===== src/rtl/pt_walker_pkg.sv =====
package pt_walker_pkg;

  // Walk sequencer states
  typedef enum logic [2:0] {
    ST_IDLE,
    ST_RD_OUTER,
    ST_WT_OUTER,
    ST_RD_INNER,
    ST_WT_INNER,
    ST_DONE
  } walkState_e;

  // Fault cause codes reported on rspCause
  typedef enum logic [1:0] {
    CAUSE_NONE    = 2'd0,
    CAUSE_RANGE   = 2'd1,
    CAUSE_INVALID = 2'd2,
    CAUSE_PERM    = 2'd3
  } faultCause_e;

  // Strobes from control to datapath
  typedef struct packed {
    logic        takeReq;    // latch request, base and access kind
    logic        takeOuter;  // latch inner-table pointer
    logic        takeInner;  // latch final entry
    logic        setFault;   // record a fault cause
    faultCause_e faultCode;
    logic        pickInner;  // address mux: inner-table read
  } walkStrobe_t;

  // Entry bit positions
  localparam int unsigned ENTRY_VALID_BIT = 0;
  localparam int unsigned ENTRY_READ_BIT  = 1;
  localparam int unsigned ENTRY_WRITE_BIT = 2;

endpackage


===== src/rtl/pt_walker_ctrl.sv =====
module pt_walker_ctrl
  import pt_walker_pkg::*;
(
  input  logic        clk,
  input  logic        rstN,
  input  logic        reqValid,
  input  logic        memRspValid,
  input  logic        outOfRange,
  input  logic        entryValid,
  input  logic        accessOk,
  output walkStrobe_t strobe,
  output logic        reqReady,
  output logic        memReqValid,
  output logic        rspValid
);

  walkState_e state;
  walkState_e stateNext;

  always_ff @(posedge clk or negedge rstN) begin
    if (!rstN) state <= ST_IDLE;
    else       state <= stateNext;
  end

  always_comb begin
    stateNext = state;
    strobe    = '0;
    unique case (state)
      ST_IDLE: begin
        if (reqValid) begin
          strobe.takeReq = 1'b1;
          if (outOfRange) begin
            strobe.setFault  = 1'b1;
            strobe.faultCode = CAUSE_RANGE;
            stateNext        = ST_DONE;
          end else begin
            stateNext = ST_RD_OUTER;
          end
        end
      end
      ST_RD_OUTER: stateNext = ST_WT_OUTER;
      ST_WT_OUTER: begin
        if (memRspValid) begin
          if (entryValid) begin
            strobe.takeOuter = 1'b1;
            stateNext        = ST_RD_INNER;
          end else begin
            strobe.setFault  = 1'b1;
            strobe.faultCode = CAUSE_INVALID;
            stateNext        = ST_DONE;
          end
        end
      end
      ST_RD_INNER: begin
        strobe.pickInner = 1'b1;
        stateNext        = ST_WT_INNER;
      end
      ST_WT_INNER: begin
        strobe.pickInner = 1'b1;
        if (memRspValid) begin
          stateNext = ST_DONE;
          if (!entryValid) begin
            strobe.setFault  = 1'b1;
            strobe.faultCode = CAUSE_INVALID;
          end else if (!accessOk) begin
            strobe.setFault  = 1'b1;
            strobe.faultCode = CAUSE_PERM;
          end else begin
            strobe.takeInner = 1'b1;
          end
        end
      end
      ST_DONE: stateNext = ST_IDLE;
      default: stateNext = ST_IDLE;
    endcase
  end

  assign reqReady    = (state == ST_IDLE);
  assign memReqValid = (state == ST_RD_OUTER) || (state == ST_RD_INNER);
  assign rspValid    = (state == ST_DONE);

endmodule


===== src/rtl/pt_walker_dp.sv =====
module pt_walker_dp
  import pt_walker_pkg::*;
#(
  parameter int unsigned ADDR_W     = 32,
  parameter int unsigned PAGE_BITS  = 10,
  parameter int unsigned OUTER_BITS = 12
) (
  input  logic                  clk,
  input  logic                  rstN,
  input  walkStrobe_t           strobe,
  input  logic [ADDR_W-1:0]     reqVaddr,
  input  logic                  reqWrite,
  input  logic [ADDR_W-1:0]     tableBase,
  input  logic [OUTER_BITS:0]   tableLen,
  input  logic [ADDR_W-1:0]     memRspData,
  output logic                  outOfRange,
  output logic                  entryValid,
  output logic                  accessOk,
  output logic [ADDR_W-1:0]     memReqAddr,
  output logic                  rspFault,
  output logic [1:0]            rspCause,
  output logic [ADDR_W-1:0]     rspEntry,
  output logic [ADDR_W-1:0]     rspPaddr
);

  localparam int unsigned INNER_BITS = ADDR_W - PAGE_BITS - OUTER_BITS;
  localparam int unsigned PTR_W      = ADDR_W - PAGE_BITS;

  logic [ADDR_W-1:0] vaReg;
  logic              writeReg;
  logic [ADDR_W-1:0] baseReg;
  logic [PTR_W-1:0]  innerPtr;
  logic [ADDR_W-1:0] entryReg;
  faultCause_e       causeReg;

  logic [OUTER_BITS-1:0] outerIdxIn;
  logic [OUTER_BITS-1:0] outerIdx;
  logic [INNER_BITS-1:0] innerIdx;
  logic [ADDR_W-1:0]     outerAddr;
  logic [ADDR_W-1:0]     innerAddr;

  // Bound check on the incoming address, before any read
  assign outerIdxIn = reqVaddr[ADDR_W-1 -: OUTER_BITS];
  assign outOfRange = ({1'b0, outerIdxIn} >= tableLen);

  // Entry checks on the word coming back from memory
  assign entryValid = memRspData[ENTRY_VALID_BIT];
  assign accessOk   = writeReg ? memRspData[ENTRY_WRITE_BIT]
                               : memRspData[ENTRY_READ_BIT];

  // Table entry addresses: each entry is one 4-byte word
  assign outerIdx  = vaReg[ADDR_W-1 -: OUTER_BITS];
  assign innerIdx  = vaReg[PAGE_BITS +: INNER_BITS];
  assign outerAddr = baseReg + ADDR_W'({outerIdx, 2'b00});
  assign innerAddr = {innerPtr, {PAGE_BITS{1'b0}}} + ADDR_W'({innerIdx, 2'b00});
  assign memReqAddr = strobe.pickInner ? innerAddr : outerAddr;

  always_ff @(posedge clk or negedge rstN) begin
    if (!rstN) begin
      vaReg    <= '0;
      writeReg <= 1'b0;
      baseReg  <= '0;
      innerPtr <= '0;
      entryReg <= '0;
      causeReg <= CAUSE_NONE;
    end else begin
      if (strobe.takeReq) begin
        vaReg    <= reqVaddr;
        writeReg <= reqWrite;
        baseReg  <= tableBase;
        entryReg <= '0;
      end
      if (strobe.takeOuter) innerPtr <= memRspData[ADDR_W-1:PAGE_BITS];
      if (strobe.takeInner) entryReg <= memRspData;
      if (strobe.setFault)     causeReg <= strobe.faultCode;
      else if (strobe.takeReq) causeReg <= CAUSE_NONE;
    end
  end

  assign rspFault = (causeReg != CAUSE_NONE);
  assign rspCause = causeReg;
  assign rspEntry = rspFault ? '0 : entryReg;
  assign rspPaddr = rspFault ? '0
                  : {entryReg[ADDR_W-1:PAGE_BITS], vaReg[PAGE_BITS-1:0]};

endmodule


===== src/rtl/pt_walker.sv =====
module pt_walker
  import pt_walker_pkg::*;
#(
  parameter int unsigned ADDR_W     = 32,
  parameter int unsigned PAGE_BITS  = 10,
  parameter int unsigned OUTER_BITS = 12
) (
  input  logic                clk,
  input  logic                rstN,
  input  logic                reqValid,
  output logic                reqReady,
  input  logic [ADDR_W-1:0]   reqVaddr,
  input  logic                reqWrite,
  input  logic [ADDR_W-1:0]   tableBase,
  input  logic [OUTER_BITS:0] tableLen,
  output logic                memReqValid,
  output logic [ADDR_W-1:0]   memReqAddr,
  input  logic                memRspValid,
  input  logic [ADDR_W-1:0]   memRspData,
  output logic                rspValid,
  output logic                rspFault,
  output logic [1:0]          rspCause,
  output logic [ADDR_W-1:0]   rspEntry,
  output logic [ADDR_W-1:0]   rspPaddr
);

  walkStrobe_t strobe;
  logic        outOfRange;
  logic        entryValid;
  logic        accessOk;

  pt_walker_ctrl u_ctrl (
    .clk         (clk),
    .rstN        (rstN),
    .reqValid    (reqValid),
    .memRspValid (memRspValid),
    .outOfRange  (outOfRange),
    .entryValid  (entryValid),
    .accessOk    (accessOk),
    .strobe      (strobe),
    .reqReady    (reqReady),
    .memReqValid (memReqValid),
    .rspValid    (rspValid)
  );

  pt_walker_dp #(
    .ADDR_W     (ADDR_W),
    .PAGE_BITS  (PAGE_BITS),
    .OUTER_BITS (OUTER_BITS)
  ) u_dp (
    .clk        (clk),
    .rstN       (rstN),
    .strobe     (strobe),
    .reqVaddr   (reqVaddr),
    .reqWrite   (reqWrite),
    .tableBase  (tableBase),
    .tableLen   (tableLen),
    .memRspData (memRspData),
    .outOfRange (outOfRange),
    .entryValid (entryValid),
    .accessOk   (accessOk),
    .memReqAddr (memReqAddr),
    .rspFault   (rspFault),
    .rspCause   (rspCause),
    .rspEntry   (rspEntry),
    .rspPaddr   (rspPaddr)
  );

endmodule


===== config.mk =====
export PLATFORM = sky130hd
export DESIGN_NAME = pt_walker
export DESIGN_NICKNAME = d
export VERILOG_FILES = /design/src/rtl/pt_walker_pkg.sv /design/src/rtl/pt_walker_ctrl.sv /design/src/rtl/pt_walker_dp.sv /design/src/rtl/pt_walker.sv
export SDC_FILE = /design/constraint.sdc
export NUM_CORES = 1
export LEC_CHECK = 0
export CAP_MARGIN = 20
export CORE_UTILIZATION = 50
export CTS_BUF_LIST = sky130_fd_sc_hd__clkbuf_8
export DETAILED_ROUTE_END_ITERATION = 6
export DONT_BUFFER_PORTS = 1
export GPL_ROUTABILITY_DRIVEN = 0
export GPL_TIMING_DRIVEN = 0
export PLACE_DENSITY = 0.63
export SLEW_MARGIN = 10
export SYNTH_ARGS = -nofsm -noshare
export SYNTH_HDL_FRONTEND = slang
export SYNTH_HIERARCHICAL = 1
export SYNTH_SLANG_ARGS = --single-unit

===== constraint.sdc =====
create_clock -name clk -period 3.01 [get_ports clk]
set_input_delay 0.301 -clock clk [delete_from_list [all_inputs] [get_ports clk]]
set_output_delay 0.301 -clock clk [all_outputs]
set_load 0.01 [all_outputs]

==> results.tsv, run 1 <==
metric	value	unit
ys_ff_latch	124	
crit_path_end_kind	primary output	
period_share	101	%
layout-drive-gt1-share	22.5	%
cts_hold_buffers	97	
wl	18400	um
wl_met2	8890	um
critPathMaxFanout	9	
dr_wl_met3	1290	um
worst_pin_slew	0.681	ns
place_area	7480	um2
hold_path.class	in -> async	
h-tree-depth	4	
clock_sinks	124	
rsz0062_at_grt	true	
grt_pass1_wl	28900	um
post-dp-hpwl	13000	um
status	complete, but fails checks	
synth_edf_count	0	
ys_seq_area_share	42.8	%
clockRootBuffer	clkbuf_8	
dieArea	15000	um2
cts_made_buffers	17	
cts_buffer_depth	2	
grt_pass1_vias	5817	
clk-insertion-delay-late	0.44	ns
fin_area	9070	um2
synth_area	7250	um2
slew_violations	0	
worstPathArrival	2.73	ns
layout.nets	973	
vias	5618	
synth_nets	856	
io_buffers	0	
die_height	122	um
gr-total-overflow	0	
coreArea	14000	um2
swShare	42.0	%
cap_violations	0	
die_w	122	um
avgSynthCellArea	10.2	um2
cp-start-kind	flop	
grt.total_usage	25.4	%
cp.required	2.71	ns
wirelength_met1	7800	um
final_cell_mix	124 x dfrtp_1, 97 x dlygate4sd3_1, 91 x mux2_2, 80 x nand2_1, 45 x o21ai_0	
drtPass1Iterations	5	
yosys.area.top_type	dfrtp_1	
hold_viol	124	
grt_max_degree	125	
p_leak	0.00384	uW
peakVddDrop	0.819	mV
num_rows	43	
synth_top_area_share	42.8	%
power_density	1070	nW/um2
power_frac_seq	30.6	%
crit_type	reg -> out	
whs	-0.450	ns
async_flop_share	100	%
relSlewSlack	54.6	%
syn2layout_area_growth	25.1	%
p_switching	4070	uW
routed.top_layer	met4	
ant_nets	0	
post-place-ws	-0.399	ns
diodes	0	
start_util	51.7	%
pwr-share-comb	51.1	%
p_clk_share	18.2	%
antenna_found_initial	0	
ys_types	53	
clk_pin_slew	0.08	ns
period_needed	3.03	ns
synth_cells	714	
setup_violations	2	
violations	negative hold slack, negative setup slack	
drcViolationCount	0	
yosys-top-cells-area	dfrtp_1 43%, mux2_2 14%, ha_1 4.5%	
setup_ws	-0.0188	ns
skew	0.00433	ns
cts_tree	built	
final_common_cell	dfrtp_1	
drtIter0Drc	206	
final_util	64.6	%
wl_per_cell	17.9	um
pin_count	216	
synth_ff_type	dfrtp_1	
vias_per_cell	5.49	
internal_power	5620	uW
synth_warnings	6	
fmax	0.330	GHz
## flip-flops by register name (all words and copies together), names as in the netlist
register       cells
u_ctrl/state       3
u_dp/baseReg      32
u_dp/entryReg     32
u_dp/innerPtr     22
u_dp/rspCause      2
u_dp/vaReg        32
u_dp/writeReg      1
## stage by stage
stage | TNS [ns] | hold WS (ns) | power (uW) | instances
6_report | -0.0308 | -0.450 | 9690 | 1024
5_1_grt | -1.06 | -0.497 | 10400 | 1024
4_1_cts | -0.494 | -0.479 | 9510 | 1024
3_5_place_dp | -3.26 | 0.00920 | 7370 | 894
3_3_place_gp | -2.51 | 0.00884 | 7260 | 894
2_1_floorplan | 0 | 0.00541 | 6340 | 714
## cells by family (layout without fill, tap and decap cells)
| kind of cell | after synthesis | count (layout) | share of synthesized area [%] |
|---|---|---|---|
| xor+xnor | 48 | 48 | 5.80 |
| mux | 99 | 99 | 15.3 |
| fa+ha+maj | 28 | 28 | 5.04 |
| simple gates | 227 | 227 | 16.7 |
| buf+inv | 76 | 206 | 5.28 |
| compound gates | 112 | 112 | 9.16 |
| flops | 124 | 124 | 42.8 |
## area by class of cell
cell class,instances,area (um2)
clock inverter,15,246
sequential,124,3100
tap,180,225
inverter,19,71.3
multi-input combinational,514,3870
buffer,55,322
fill,1096,4970
clock buffer,17,234
timing repair buffer,100,1010
## cells in the mapped netlist (7+ instances only)
cell type / instances
nand4_1: 7
nor2_1: 14
nand2_1: 80
a21oi_1: 18
nand2b_1: 36
xor2_1: 22
dfrtp_1: 124
ha_1: 26
mux2_2: 91
inv_1: 18
o21ai_0: 57
nand3_1: 10
buf_4: 23
and2_1: 44
xnor2_1: 26
mux2i_1: 7
clkbuf_1: 24
## power groups by stage
stage | combinational, uW | clock, uW | sequential (uW)
after CTS | 4740 | 1810 | 2960
final | 4950 | 1770 | 2970
after floorplan | 3540 | 0 | 2800
after global placement | 4310 | 0 | 2950
after detailed placement | 4380 | 0 | 2990
after global routing | 5420 | 1890 | 3080
## worst paths after layout
check,startpoint,end,slack [ns],cells after the start
setup / recovery,u_dp/vaReg[20],memReqAddr[22],-0.02,9
min in group clk,memRspValid,u_ctrl/state[0],0.04,2
setup reg to reg,u_ctrl/state[1],u_dp/baseReg[10],0.46,5
max in group asynchronous,rstN,u_dp/innerPtr[1],3.26,0
hold reg to reg,u_dp/vaReg[1],u_dp/vaReg[1],0.50,1
hold / removal,rstN,u_dp/entryReg[29],-0.45,0
## critical path: stages, from the launching register on
cell	delay, ns
dfrtp_1	0.39
ha_2	0.20
fa_2	0.36
a21o_1	0.21
a31o_4	0.26
a211oi_4	0.24
buf_12	0.16
nor3_1	0.06
xnor2_1	0.16
mux2i_2	0.25
## routing by layer
metal	GRT usage, %	vias to the layer above
li1	-	2675
met3	8.09	23
met1	31.1	2729
met4	9.45	0
met5	0	-
met2	41.9	191
## what timing repair did
action	4_1_cts	5_1_grt
gates cloned	0	0
pin swaps	5	6
endpoints found under the setup margin	32	26
hold endpoints to repair	243	124
buffers inserted	1	2
gates resized for setup	28	18
No activity file was read; power rests on OpenSTA's default activity.
==> inputs of run 2 (changes only) <==
Settings changed: CORE_UTILIZATION 50 to 35, HOLD_SLACK_MARGIN set to 0.15, PLACE_DENSITY 0.63 to 0.47.
==> results.tsv, run 2 (same netlist as run 1, synthesis figures left out) <==
metric	value	unit
status	complete, but fails checks	
violations	negative hold slack, negative setup slack	
crit_chain	ha_4 -> fa_2 -> a21o_1 -> a31o_4 -> a211oi_4 -> buf_12 -> nor3_4 -> xnor2_2 -> mux2i_2	
cts_tree	built	
diodes	0	
path_delay_family	compound AO/OA/AOI/OAI gates	
grt.total_usage	19.1	%
timing.rr.start	u_ctrl/state[1]	
drcViolationCount	0	
post-dp-hpwl	14300	um
worst_pin_slew	0.802	ns
grt_pass1_vias	5999	
gr-total-overflow	0	
swShare	43.3	%
power_density	1070	nW/um2
cts_buffer_depth	2	
fill_cells	1998	
fmax	0.325	GHz
vias_per_cell	5.01	
crit_path_end_kind	primary output	
h-tree-depth	4	
clk_pin_slew	0.08	ns
dieArea	21300	um2
layout-drive-gt1-share	24.4	%
clk-insertion-delay-late	0.43	ns
p_switching	4300	uW
p_total	9940	uW
cts_made_buffers	17	
fin_area	9310	um2
die_w	146	um
skew	0.00755	ns
multiInputGateArea	3970	um2
hold_viol	124	
post-place-ws	-0.507	ns
setup_violations	7	
crit_type	reg -> out	
cp.required	2.71	ns
wl_per_cell	17.9	um
worstPathArrival	2.77	ns
tns	-0.178	ns
layout.nets	981	
clock_sinks	124	
drtIter0Drc	177	
io_buffers	0	
pwr-share-comb	53.2	%
antenna_found_initial	0	
final_cell_mix	124 x dfrtp_1, 99 x dlygate4sd3_1, 91 x mux2_2, 80 x nand2_1, 45 x o21ai_0	
clockRootBuffer	clkbuf_8	
grt_max_degree	125	
ant_nets	0	
hold_path.class	in -> async	
cap_violations	0	
rsz0062_at_grt	true	
final_common_cell	dfrtp_1	
grt_pass1_wl	31600	um
cts_hold_buffers	99	
pin_count	216	
period_share	102	%
drtPass1Iterations	4	
rrSetupSlack	0.42	ns
crit_slowest_cell	dfrtp_1	
startpoint	u_dp/baseReg[2]	
die_height	146	um
top_regs	u_dp/baseReg (32), u_dp/entryReg (32), u_dp/vaReg (32)	
num_rows	52	
cp-start-kind	flop	
syn2layout_area_growth	28.4	%
start_util	35.7	%
setup_ws	-0.0660	ns
coreArea	20300	um2
vias	5626	
p_clk_share	16.8	%
peakVddDrop	0.660	mV
place_area	7590	um2
critPathMaxFanout	5	
whs	-0.446	ns
period_needed	3.08	ns
slew_violations	0	
p_leak	0.00388	uW
seq_area	3100	um2
power_frac_seq	30.1	%
critical_path_buf_inv_count	1	
internal_power	5630	uW
wl	20100	um
max_stage_delay	0.42	ns
relSlewSlack	46.5	%
run 2: power groups by stage:
stage	clock (uW)	sequential (uW)	combinational, uW
floorplan	0	2800	3540
global placement	0	2970	4420
detailed placement	0	3000	4460
CTS	1730	2970	5110
global route	1800	3110	5760
finish	1670	2990	5280
run 2: path summary, 6_finish.rpt:
check                                    end  depth (start not counted)
hold / removal             u_dp/entryReg[30]                          0
hold reg to reg                u_dp/vaReg[0]                          1
min in group clk            u_dp/rspCause[1]                          4
max in group asynchronous    u_dp/baseReg[9]                          0
setup reg to reg            u_dp/baseReg[13]                          5
setup / recovery              memReqAddr[18]                          9
run 2: through the flow:
step / utilization, % / instances
2_1_floorplan: - / 714
3_3_place_gp: 37.4 / 984
3_5_place_dp: 37.4 / 984
4_1_cts: 45.3 / 1120
5_1_grt: 45.9 / 1122
6_report: 45.9 / 1122
run 2: layer usage:
layer | wire, um | GRT usage (%)
met5 | 0 | 0
met4 | 366 | 6.35
met3 | 1300 | 5.24
met2 | 9820 | 32.6
met1 | 8640 | 23.1
run 2: final cells by class:
cell class | instances | area share, %
clock buffers | 19 | 2.81
plain buffers | 55 | 3.40
flip-flops and latches | 124 | 33.3
clock inverters | 13 | 2.03
well taps | 270 | 3.63
multi-input cells | 515 | 42.6
repair buffers | 107 | 11.5
inverters | 19 | 0.766
run 2: worst reg2reg max path: cells and delay by family, from the launching register on:
family	cells	cell delay, ns
buffers and inverters	2	0.70
DFF	1	0.49
muxes	1	0.37
and+or+nand+nor	2	0.92
run 2: repair_timing:
action / CTS / global route
cloned: 1 / 1
setup buffers: 6 / 2
setup endpoints to repair: 34 / 23
hold endpoints to repair: 248 / 124
pin swaps: 10 / 16
resized for setup: 33 / 31
